--- src/rtl/mbox_pkg.sv ---
package mbox_pkg;

    localparam int DATA_W = 8;

    // host register selectors after masking
    localparam logic [15:0] HOST_SEL_MASK = 16'hFF06;
    localparam logic [15:0] HOST_REG_DATA = 16'h3800;
    localparam logic [15:0] HOST_REG_XFER = 16'h3802;
    localparam logic [15:0] HOST_REG_CTRL = 16'h3804;

    // coprocessor I/O region and offsets
    localparam logic [3:0] COP_IO_REGION = 4'h4;
    localparam logic [5:0] COP_OFF_TX    = 6'h00;
    localparam logic [5:0] COP_OFF_RX    = 6'h10;
    localparam logic [5:0] COP_OFF_STAT  = 6'h20;

    typedef enum logic [1:0] {
        HSEL_NONE,
        HSEL_DATA,
        HSEL_XFER,
        HSEL_CTRL
    } host_sel_e;

    typedef enum logic [1:0] {
        CSEL_NONE,
        CSEL_TX,
        CSEL_RX,
        CSEL_STAT
    } cop_sel_e;

    typedef struct packed {
        logic rd_data;
        logic rd_xfer;
        logic wr_xfer;
        logic wr_ctrl;
    } host_op_t;

    typedef struct packed {
        logic rd_rx;
        logic wr_tx;
        logic wr_ack;
    } cop_op_t;

    typedef struct packed {
        logic [DATA_W-1:0] c2h_byte;
        logic [DATA_W-1:0] h2c_byte;
        logic              host_pend;
        logic              cop_pend;
        logic              ack;
        logic              hold;
        logic              pwr_pulse;
    } mbox_state_t;

    function automatic logic [7:0] pack_status(mbox_state_t s);
        pack_status = {~s.hold, 3'b000, s.cop_pend, s.ack, 1'b0, s.host_pend};
    endfunction

endpackage

--- src/rtl/mbox_host_dec.sv ---
module mbox_host_dec
    import mbox_pkg::*;
#(
    parameter int BANK_W = 8,
    parameter int ADDR_W = 16
) (
    input  logic [BANK_W-1:0] bank,
    input  logic [ADDR_W-1:0] addr,
    input  logic              rd,
    input  logic              wr,
    output host_sel_e         sel,
    output host_op_t          op
);
    localparam int BANK_GAP_BIT = BANK_W - 2;

    logic              in_window;
    logic [ADDR_W-1:0] masked;
    logic              unused_bits;

    assign in_window   = !bank[BANK_GAP_BIT] && (addr[ADDR_W-1 -: 4] == 4'h3);
    assign masked      = addr & HOST_SEL_MASK;
    assign unused_bits = ^{bank[BANK_W-1], bank[BANK_GAP_BIT-1:0]};

    always_comb begin
        sel = HSEL_NONE;
        if (in_window) begin
            unique case (masked)
                HOST_REG_DATA: sel = HSEL_DATA;
                HOST_REG_XFER: sel = HSEL_XFER;
                HOST_REG_CTRL: sel = HSEL_CTRL;
                default:       sel = HSEL_NONE;
            endcase
        end
    end

    always_comb begin
        op         = '0;
        op.rd_data = rd && (sel == HSEL_DATA);
        op.rd_xfer = rd && (sel == HSEL_XFER);
        op.wr_xfer = wr && (sel == HSEL_XFER);
        op.wr_ctrl = wr && (sel == HSEL_CTRL);
    end

endmodule

--- src/rtl/mbox_cop_dec.sv ---
module mbox_cop_dec
    import mbox_pkg::*;
#(
    parameter int ADDR_W = 32,
    parameter int OFF_W  = 6
) (
    input  logic [ADDR_W-1:0] addr,
    input  logic              rd,
    input  logic              wr,
    output cop_sel_e          sel,
    output cop_op_t           op
);
    localparam int REGION_W = 4;

    logic             in_region;
    logic [OFF_W-1:0] offset;
    logic             unused_mid;

    assign in_region  = (addr[ADDR_W-1 -: REGION_W] == COP_IO_REGION);
    assign offset     = addr[OFF_W-1:0];
    assign unused_mid = ^addr[ADDR_W-REGION_W-1:OFF_W];

    always_comb begin
        sel = CSEL_NONE;
        if (in_region) begin
            unique case (offset)
                COP_OFF_TX:   sel = CSEL_TX;
                COP_OFF_RX:   sel = CSEL_RX;
                COP_OFF_STAT: sel = CSEL_STAT;
                default:      sel = CSEL_NONE;
            endcase
        end
    end

    always_comb begin
        op        = '0;
        op.rd_rx  = rd && (sel == CSEL_RX);
        op.wr_tx  = wr && (sel == CSEL_TX);
        op.wr_ack = wr && (sel == CSEL_RX);
    end

endmodule

--- src/rtl/mbox_regs.sv ---
module mbox_regs
    import mbox_pkg::*;
(
    input  logic              clk,
    input  logic              rst_n,
    input  host_op_t          host_op,
    input  cop_op_t           cop_op,
    input  logic [DATA_W-1:0] host_wdata,
    input  logic [DATA_W-1:0] cop_wdata,
    output mbox_state_t       state_q
);
    mbox_state_t state_d;

    always_comb begin
        state_d           = state_q;
        state_d.pwr_pulse = 1'b0;

        if (cop_op.wr_tx)    state_d.c2h_byte = cop_wdata;
        if (host_op.wr_xfer) state_d.h2c_byte = host_wdata;

        // clears are applied first so a same-cycle set overrides them
        if (host_op.rd_data) state_d.host_pend = 1'b0;
        if (cop_op.rd_rx)    state_d.cop_pend  = 1'b0;
        if (host_op.rd_xfer) state_d.ack       = 1'b0;

        if (cop_op.wr_tx)    state_d.host_pend = 1'b1;
        if (host_op.wr_xfer) state_d.cop_pend  = 1'b1;
        if (cop_op.wr_ack)   state_d.ack       = 1'b1;

        if (host_op.wr_ctrl) begin
            state_d.hold      = |host_wdata;
            state_d.pwr_pulse = state_q.hold && !(|host_wdata);
        end
    end

    always_ff @(posedge clk or negedge rst_n) begin
        if (!rst_n) begin
            state_q      <= '0;
            state_q.hold <= 1'b1;
        end else begin
            state_q <= state_d;
        end
    end

endmodule

--- src/rtl/mbox_bridge.sv ---
module mbox_bridge
    import mbox_pkg::*;
#(
    parameter int HOST_BANK_W = 8,
    parameter int HOST_ADDR_W = 16,
    parameter int COP_ADDR_W  = 32,
    parameter int COP_OFF_W   = 6
) (
    input  logic                   clk,
    input  logic                   rst_n,
    input  logic [HOST_BANK_W-1:0] host_bank,
    input  logic [HOST_ADDR_W-1:0] host_addr,
    input  logic                   host_rd,
    input  logic                   host_wr,
    input  logic [7:0]             host_wdata,
    input  logic [7:0]             host_open_bus,
    output logic [7:0]             host_rdata,
    input  logic [COP_ADDR_W-1:0]  cop_addr,
    input  logic                   cop_rd,
    input  logic                   cop_wr,
    input  logic [7:0]             cop_wdata,
    output logic [7:0]             cop_rdata,
    output logic                   cop_reset,
    output logic                   cop_power_on
);
    host_sel_e   h_sel;
    host_op_t    h_op;
    cop_sel_e    c_sel;
    cop_op_t     c_op;
    mbox_state_t st_q;
    logic [7:0]  stat;

    mbox_host_dec #(
        .BANK_W (HOST_BANK_W),
        .ADDR_W (HOST_ADDR_W)
    ) u_host_dec (
        .bank (host_bank),
        .addr (host_addr),
        .rd   (host_rd),
        .wr   (host_wr),
        .sel  (h_sel),
        .op   (h_op)
    );

    mbox_cop_dec #(
        .ADDR_W (COP_ADDR_W),
        .OFF_W  (COP_OFF_W)
    ) u_cop_dec (
        .addr (cop_addr),
        .rd   (cop_rd),
        .wr   (cop_wr),
        .sel  (c_sel),
        .op   (c_op)
    );

    mbox_regs u_regs (
        .clk        (clk),
        .rst_n      (rst_n),
        .host_op    (h_op),
        .cop_op     (c_op),
        .host_wdata (host_wdata),
        .cop_wdata  (cop_wdata),
        .state_q    (st_q)
    );

    assign stat = pack_status(st_q);

    always_comb begin
        unique case (h_sel)
            HSEL_DATA: host_rdata = st_q.c2h_byte;
            HSEL_CTRL: host_rdata = stat;
            default:   host_rdata = host_open_bus;
        endcase
    end

    always_comb begin
        unique case (c_sel)
            CSEL_RX:   cop_rdata = st_q.h2c_byte;
            CSEL_STAT: cop_rdata = stat;
            default:   cop_rdata = 8'h00;
        endcase
    end

    assign cop_reset    = st_q.hold;
    assign cop_power_on = st_q.pwr_pulse;

endmodule

--- config.mk ---
export PLATFORM = sky130hd
export DESIGN_NAME = mbox_bridge
export DESIGN_NICKNAME = d
export VERILOG_FILES = /design/src/rtl/mbox_pkg.sv /design/src/rtl/mbox_host_dec.sv /design/src/rtl/mbox_cop_dec.sv /design/src/rtl/mbox_regs.sv /design/src/rtl/mbox_bridge.sv
export SDC_FILE = /design/constraint.sdc
export NUM_CORES = 1
export LEC_CHECK = 0
export ABC_CLOCK_PERIOD_IN_PS = 2200
export BUFFER_PORTS_ARGS = -buffer_cell sky130_fd_sc_hd__buf_2
export CELL_PAD_IN_SITES_DETAIL_PLACEMENT = 0
export CELL_PAD_IN_SITES_GLOBAL_PLACEMENT = 1
export CORE_MARGIN = 2
export CORE_UTILIZATION = 27
export DETAILED_ROUTE_END_ITERATION = 8
export GPL_ROUTABILITY_DRIVEN = 0
export GPL_TIMING_DRIVEN = 0
export HOLD_SLACK_MARGIN = 0.15
export PLACE_DENSITY_LB_ADDON = 0.1
export SYNTH_ARGS = -nofsm -noshare
export SYNTH_HDL_FRONTEND = slang
export SYNTH_HIERARCHICAL = 1
export SYNTH_SLANG_ARGS = --single-unit
--- constraint.sdc ---
create_clock -name clk -period 2.2 [get_ports clk]
set_input_delay 0.22 -clock clk [delete_from_list [all_inputs] [get_ports clk]]
set_output_delay 0.22 -clock clk [all_outputs]
set_load 0.02 [all_outputs]
; ---- Word level (Yosys, flattened, before mapping)
; Index checks and enable logic that the tools add are counted.
[op_classes]
n_eq_ne = 13
muxes = 13
bitwise_logic = 1
reduce_logical = 16
[op_table]
columns = op, count
row1 = $pmux W8 S2, 2
row2 = $eq A10 B8 Y1 const B, 3
row3 = $pmux W2 S3, 2
row4 = $logic_and A1 B1 Y1, 9
row5 = $eq A2 B2 Y1 const B, 4
row6 = $reduce_or A8 Y1, 1
row7 = $mux W1, 7
row8 = $eq A6 B5 Y1 const B, 1
row9 = $eq A6 B6 Y1 const B, 1
row10 = $logic_not A6 Y1, 1
row11 = $reduce_bool A2 Y1, 3
row12 = $eq A2 B1 Y1 const B, 2
row13 = $eq A4 B2 Y1 const B, 1
row14 = $eq A4 B3 Y1 const B, 1
row15 = $mux W2, 2
row16 = $logic_not A1 Y1, 2
row17 = $not A1 Y1, 1
[totals]
ff_bits = 21
in_bits = 86
out_inout_bits = 18
wordCells = 50

; ---- Logic depth before layout (Yosys ltp)
; Gate-level depths: netlist (run 1).
[depth]
depth_word = 7
ltp_mapped = 6
depth_no_buf = 4

; ---- Hierarchy
; The synthesis (run 1) kept the hierarchy.
[by_module_without_submodules]
columns = module, n_inst, cells_per_inst, area_each_um2, seq_area_each_um2
row1 = mbox_regs, 1, 51, 793.3, 526.8
row2 = mbox_bridge, 1, 36, 275.3, 0.0
row3 = mbox_host_dec, 1, 14, 98.8, 0.0
row4 = mbox_cop_dec, 1, 11, 78.8, 0.0

; ---- Least setup slack after synthesis (run 1)
; No wires, ideal clock.
[synth_path]
kind = input-to-output
start = input port host_addr[15]
end = output port host_rdata[7]
arrival_time_ps = 1795
t_required_ps = 1980
setup_slack_ps = 185
stages = 6
n_path_buf = 2
cell_sequence = or4_1 > clkbuf_2 > nor4_1 > buf_6 > nand2b_1 > a31oi_1
[synth_between]
elab_chain_cells = 5
word_cells_on_any_way = 10
cone_classes = eq/ne: 6 / mux: 3 / reduce/logical: 1
[synth_rtl]
columns = item, line
row1 = start: declaration, mbox_bridge.sv:12  ; input logic [HOST_ADDR_W-1:0] host_addr,
row2 = $eq A10 B8 Y1 or $eq A4 B2 Y1 (tied branches), "mbox_host_dec.sv:27, mbox_host_dec.sv:20"
row3 = $pmux W2 S3 or $logic_and A1 B1 Y1 (tied branches), "mbox_host_dec.sv:27, mbox_host_dec.sv:20"
row4 = $mux W2 (*), mbox_host_dec.sv:26  ; if (in_window) begin
row5 = named net h_sel[1], mbox_bridge.sv:26  ; host_sel_e h_sel;
row6 = $eq A2 B2 Y1 or $eq A2 B1 Y1 (tied branches), mbox_bridge.sv:69  ; unique case (h_sel)
row7 = $pmux W8 S2 (*), mbox_bridge.sv:69
row8 = end: declaration, mbox_bridge.sv:17  ; output logic [7:0] host_rdata,
; The timed path passes the listed nets; every way through them passes the cells marked *.

; ---- Final worst setup path (run 1)
[layout_path]
start = input port host_addr[15]
end = output port host_rdata[2]
; Same word-level chain as after synthesis.

==> results_dict.tcl, run 1 <==
set metrics [dict create \
    status "complete, no violations" \
    rows 24 \
    finalSetupViolCount 0 \
    cts_setup_buffers 0 \
    cts.sinks 21 \
    synth_edf_count 0 \
    power_density_nw_per_um2 435 \
    pre_cts_ws_ns 0.0408 \
    peakVddDrop_v 0.000213 \
    drive_gt1_frac 0.568 \
    grt-ovfl-total 0 \
    yosys_register_bits 21 \
    tns_ns 0 \
    die-area_um2 5170 \
    timing.final.hold_violations 0 \
    fin_crit_ns 2.09 \
    worstSetupEndpoint "host_rdata[2]" \
    ioPinCount 104 \
    cp_num_buf_inv 4 \
    tightest_slew_ns 0.481 \
    crit_family "simple AND/OR/NAND/NOR gates" \
    cts_buffer_depth 2 \
    rsz0062_at_grt "true" \
    worstPathArrival_ns 1.87 \
    syn_inst 112 \
    p_leak_nw 0.851 \
    drt_wl_total_mm 2.92 \
    num_vias 1074 \
    top_regs "u_regs/state_q: 21 flops" \
    first_global_vias 1109 \
    wl_per_cell_um 12.3 \
    ant_nets 0 \
    cts_root_buf "clkbuf_8" \
    slowest_stage "or4_1" \
    reg2reg_depth 2 \
    slew_headroom 0.680 \
    critPathKind "input port to output pin" \
    fin_util 0.391 \
    io_buffers 68 \
    final-max-slew-violation-count 0 \
    grt_util_all_layers 0.115 \
    nets 272 \
    n_antenna_cell 0 \
    critPathMaxStageDelay_ns 0.51 \
    cp_cell_sequence "buf_2 -> or4_1 -> clkbuf_2 -> nor4_2 -> buf_6 -> mux2i_1 -> a21oi_1 -> buf_2" \
    area.growth.synth_to_final_pct 38.4 \
    r2r_setup_slack_ns 1.36 \
    finalClockSkew_ns 0.000209 \
    hpwl_mm 2.38 \
    syn-mean-instance-area_um2 11.1 \
    yosys_warnings 6 \
    end_kind "output pin" \
    r2r_end "u_regs/state_q[1]" \
    critPathLaunchType "input port" \
    first_iter_violations 23 \
    clkLatencyLatePin_ns 0.25 \
    maxCapViolations 0 \
    vias_per_cell 4.53 \
    dr.pass1.iters 4 \
    fp.dieW_um 71.9 \
    hold_ws_ns 0.195 \
    crit_path_max_fanout 6 \
    startpoint "host_addr[15]" \
    setup_ws_ns 0.115 \
    tritoncts "yes" \
    fmax_ghz 0.480 \
    final_common_cell "buf_2" \
    r2r-start "u_regs/state_q[1]" \
    crit_path_frequent_cell "buf_2" \
    grt_antenna_before_repair 0 \
    yosysSeqAreaShare 0.423 \
    grt_max_degree 22 \
    core_um2 4410 \
    clk_pin_slew_ns 0.07 \
    top_register "u_regs/state_q" \
    synthDistinctLibCells 32 \
    drc 0 \
    async_reset_ff_frac 1.00 \
    cts_made_buffers 3 \
    cp.required_ns 1.98 \
    syn_area_um2 1250 \
    grt_pass1_wl_mm 4.88 \
    htree_levels 1 \
    die_h_um 71.9 \
    final_cell_mix "70 x buf_2, 20 x dfrtp_1, 16 x mux2_2" \
    start_util 0.282 \
    synth_fp_nets 198 \
    fin_crit_sh 0.948 \
    hp-class "input port to register" \
    largest_reg_flops 21 \
    ys.flop_type "dfrtp_1" \
    crit_cells 8 \
]
## power by group
group | total, mW | internal (mW) | switching (mW) | leakage, nW
combinational | 0.108 | 0.0562 | 0.0520 | 0.539
sequential | 0.394 | 0.391 | 0.00332 | 0.289
clock | 0.248 | 0.129 | 0.119 | 0.0228
## worst min path at each step
stage	startpoint	to	slack [ns]	cells past startpoint
5_1_grt	cop_wdata[6]	u_regs/state_q[19]	0.19	2
3_5_place_dp	rst_n	u_regs/state_q[20]	0.22	1
2_1_floorplan	rst_n	u_regs/state_q[0]	-0.08	0
3_3_place_gp	rst_n	u_regs/state_q[20]	0.21	1
4_1_cts	cop_wdata[5]	u_regs/state_q[18]	0.19	2
6_report	cop_wdata[5]	u_regs/state_q[18]	0.19	2
## cells in the mapped netlist (2+ instances only)
cell	n	area share
nor3_1	4	0.016
mux2_2	16	0.14
mux2i_1	6	0.048
nand2b_1	4	0.020
nor4_1	8	0.040
a21oi_1	3	0.012
a21o_1	3	0.018
buf_2	2	0.0080
nor2b_1	4	0.020
and2_1	4	0.020
nand3b_1	4	0.024
dfrtp_1	20	0.40
xnor2_1	2	0.014
buf_6	2	0.018
a22o_1	4	0.028
inv_1	5	0.015
nor2_1	5	0.015
a31oi_1	2	0.010
## kinds of logic after synthesis
kind of cell / Yosys count / synth area share
mux: 22 / 0.193
buf+inv: 11 / 0.0512
simple gates: 43 / 0.242
compound gates: 13 / 0.0773
xor+xnor: 2 / 0.0141
flops: 21 / 0.423
## cell type report
type	instances	area (µm²)
buffer	6	45.0
clock buffer	4	45.0
fill	474	2690
inverter	5	18.8
multi-input combinational	80	673
sequential	21	527
tap	52	65.1
timing repair buffer	69	350
## per-stage QoR
stage | total power [mW] | cell area (µm²) | cells
3_5_place_dp | 0.508 | 1650 | 232
2_1_floorplan | 0.439 | 1250 | 112
5_1_grt | 0.797 | 1720 | 237
4_1_cts | 0.765 | 1710 | 237
3_3_place_gp | 0.505 | 1650 | 232
6_report | 0.750 | 1720 | 237
## repair_timing
item | in CTS | in global routing
hold buffers | 1 | 0
endpoints found under the hold margin | 20 | 0
endpoints found under the setup margin | 0 | 12
gates resized for setup | 0 | 3
## layer usage
| metal | global-route usage | part of all wire |
|---|---|---|
| met2 | 0.181 | 0.47 |
| met4 | 0.0252 | 0 |
| met1 | 0.162 | 0.46 |
| met3 | 0.0250 | 0.073 |
| met5 | 0 | 0 |
No activity file was read; power rests on OpenSTA's default activity.
==> inputs of run 2 (changes only) <==
--- a/config.mk
+++ b/config.mk
@@ -5,12 +5,12 @@
 export SDC_FILE = /design/constraint.sdc
 export NUM_CORES = 1
 export LEC_CHECK = 0
-export ABC_CLOCK_PERIOD_IN_PS = 2200
+export ABC_CLOCK_PERIOD_IN_PS = 1800
 export BUFFER_PORTS_ARGS = -buffer_cell sky130_fd_sc_hd__buf_2
 export CELL_PAD_IN_SITES_DETAIL_PLACEMENT = 0
 export CELL_PAD_IN_SITES_GLOBAL_PLACEMENT = 1
 export CORE_MARGIN = 2
-export CORE_UTILIZATION = 27
+export CORE_UTILIZATION = 24
 export DETAILED_ROUTE_END_ITERATION = 8
 export GPL_ROUTABILITY_DRIVEN = 0
 export GPL_TIMING_DRIVEN = 0
==> constraint.sdc (replaced) <==
create_clock -name clk -period 1.8 [get_ports clk]
set_input_delay 0.18 -clock clk [delete_from_list [all_inputs] [get_ports clk]]
set_output_delay 0.18 -clock clk [all_outputs]
set_load 0.02 [all_outputs]
==> run 2 against run 1 <==
  * The flow now finishes with violations (setup timing)
  * Worst setup slack got worse by 0.13 ns
  * Hold slack lost 0.040 ns
  * Clock skew about the same
  * Critical endpoint is now host_rdata[3]
  * Largest cell class unchanged
  * Highest routed layer is now met4
==> results_dict.tcl, run 2 (same netlist as run 1, synthesis figures left out) <==
set metrics [dict create \
    status "finished with violations" \
    violations "setup timing" \
    critPathMaxStageDelay_ns 0.57 \
    dr.pass1.iters 3 \
    grt_util_all_layers 0.109 \
    worstHoldPathCells 2 \
    cts.sinks 21 \
    nets 284 \
    timing.final.hold_violations 0 \
    r2r_end "u_regs/state_q[1]" \
    p_leak_nw 0.966 \
    slowest_stage "or4_4" \
    holdPathEnd "u_regs/state_q[20]" \
    nFillCells 527 \
    cts_made_buffers 3 \
    fmax_ghz 0.551 \
    setup_ws_ns -0.0154 \
    tns_ns -0.0154 \
    r2r_setup_slack_ns 0.93 \
    tightest_slew_ns 0.500 \
    top_regs "u_regs/state_q: 21 flops" \
    tritoncts "yes" \
    cts_buffer_depth 2 \
    crit_path_max_fanout 6 \
    final-max-slew-violation-count 0 \
    core_um2 5070 \
    drive_gt1_frac 0.660 \
    maxCapViolations 0 \
    first_global_vias 1153 \
    drc 0 \
    final_common_cell "buf_2" \
    ant_nets 0 \
    rsz0062_at_grt "true" \
    cts_root_buf "clkbuf_8" \
    area.growth.synth_to_final_pct 63.3 \
    cp_cell_sequence "buf_6 -> or4_4 -> nor4_4 -> buf_6 -> mux2i_2 -> a21oi_2 -> buf_4" \
    n_antenna_cell 0 \
    start_util 0.246 \
    io_buffers 68 \
    clk_pin_slew_ns 0.08 \
    peakVddDrop_v 0.000206 \
    grt_pass1_wl_mm 5.29 \
    finalClockSkew_ns 0.0000704 \
    grt-ovfl-total 0 \
    top_register "u_regs/state_q" \
    power_density_nw_per_um2 467 \
    pre_cts_ws_ns -0.286 \
    r2r-start "u_regs/state_q[1]" \
    worstPathArrival_ns 1.64 \
    slew_headroom 0.667 \
    crit_path_frequent_cell "buf_6" \
    largest_reg_flops 21 \
    hold_ws_ns 0.155 \
    hpwl_mm 2.52 \
    reg2reg_depth 2 \
    first_iter_violations 32 \
    htree_levels 1 \
    finalSetupViolCount 1 \
    fin_crit_ns 1.82 \
    ioPinCount 104 \
    rows 26 \
    clkLatencyLatePin_ns 0.25 \
    hp-class "input port to register" \
    cp.required_ns 1.62 \
    die-area_um2 5790 \
    fin_crit_sh 1.01 \
    num_vias 1171 \
    grt_antenna_before_repair 0 \
    critPathKind "input port to output pin" \
    vias_per_cell 4.39 \
    fp.dieW_um 76.1 \
    die_h_um 76.1 \
    wl_per_cell_um 12.4 \
    drt_wl_total_mm 3.30 \
    critPathLaunchType "input port" \
    grt_max_degree 22 \
    final_cell_mix "51 x buf_2, 20 x buf_4, 20 x dfrtp_1" \
    end_kind "output pin" \
    hold_start "cop_wdata[7]" \
]
## run 2: final cells by class
cell class	instances	area, µm²	share of cell area
Timing Repair Buffer	82	538	0.264
Inverter	5	18.8	0.00923
Sequential cell	21	527	0.259
Clock buffer	4	45.0	0.0221
Multi-Input combinational cell	80	773	0.380
Tap cell	70	87.6	0.0431
Buffer	5	45.0	0.0221
## run 2: stage by stage
stage	cell area [µm²]	instances	utilization	power, mW
2_1_floorplan	1270	112	-	0.540
3_3_place_gp	1700	250	0.335	0.622
3_5_place_dp	1700	250	0.335	0.625
4_1_cts	1930	262	0.381	0.963
5_1_grt	2030	267	0.401	1.00
6_report	2030	267	0.401	0.951
## run 2: worst max-delay path by stage
stage	depth (start not counted)	endpoint	from	slack [ns]
floorplan	6	host_rdata[1]	host_addr[15]	-0.02
CTS	8	host_rdata[3]	host_addr[8]	-0.11
detailed placement	8	host_rdata[3]	host_addr[15]	-0.29
finish	7	host_rdata[3]	host_addr[8]	-0.02
global route	7	host_rdata[3]	host_addr[8]	-0.09
global placement	8	host_rdata[2]	host_addr[15]	-0.30
## run 2: worst max-delay path: cells and delay by family
kind	cells	cell delay [ns]
muxes	1	0.23
buffers and inverters	3	0.43
AOI/OAI and AO/OA	1	0.07
and+or+nand+nor	2	0.73
## run 2: layer usage
metal	global-route usage	vias up	routed length, µm
met4	0.0218	0	18
met2	0.191	37	1650
met1	0.136	550	1450
met5	0	-	0
met3	0.0261	4	180
li1	-	580	-
## run 2: repair_timing
action | in CTS | in global routing
buffers inserted | 7 | 4
pin swaps | 9 | 5
endpoints found under the setup margin | 16 | 32
cloned | 0 | 1
hold endpoints to repair | 20 | 1
hold buffers | 1 | 1
gates resized for setup | 30 | 21
## run 2: report_power, final
group	internal, mW	total, mW	switching, mW	leakage, nW
combinational	0.0892	0.165	0.0753	0.654
clock	0.157	0.304	0.147	0.0228
sequential	0.478	0.482	0.00472	0.289
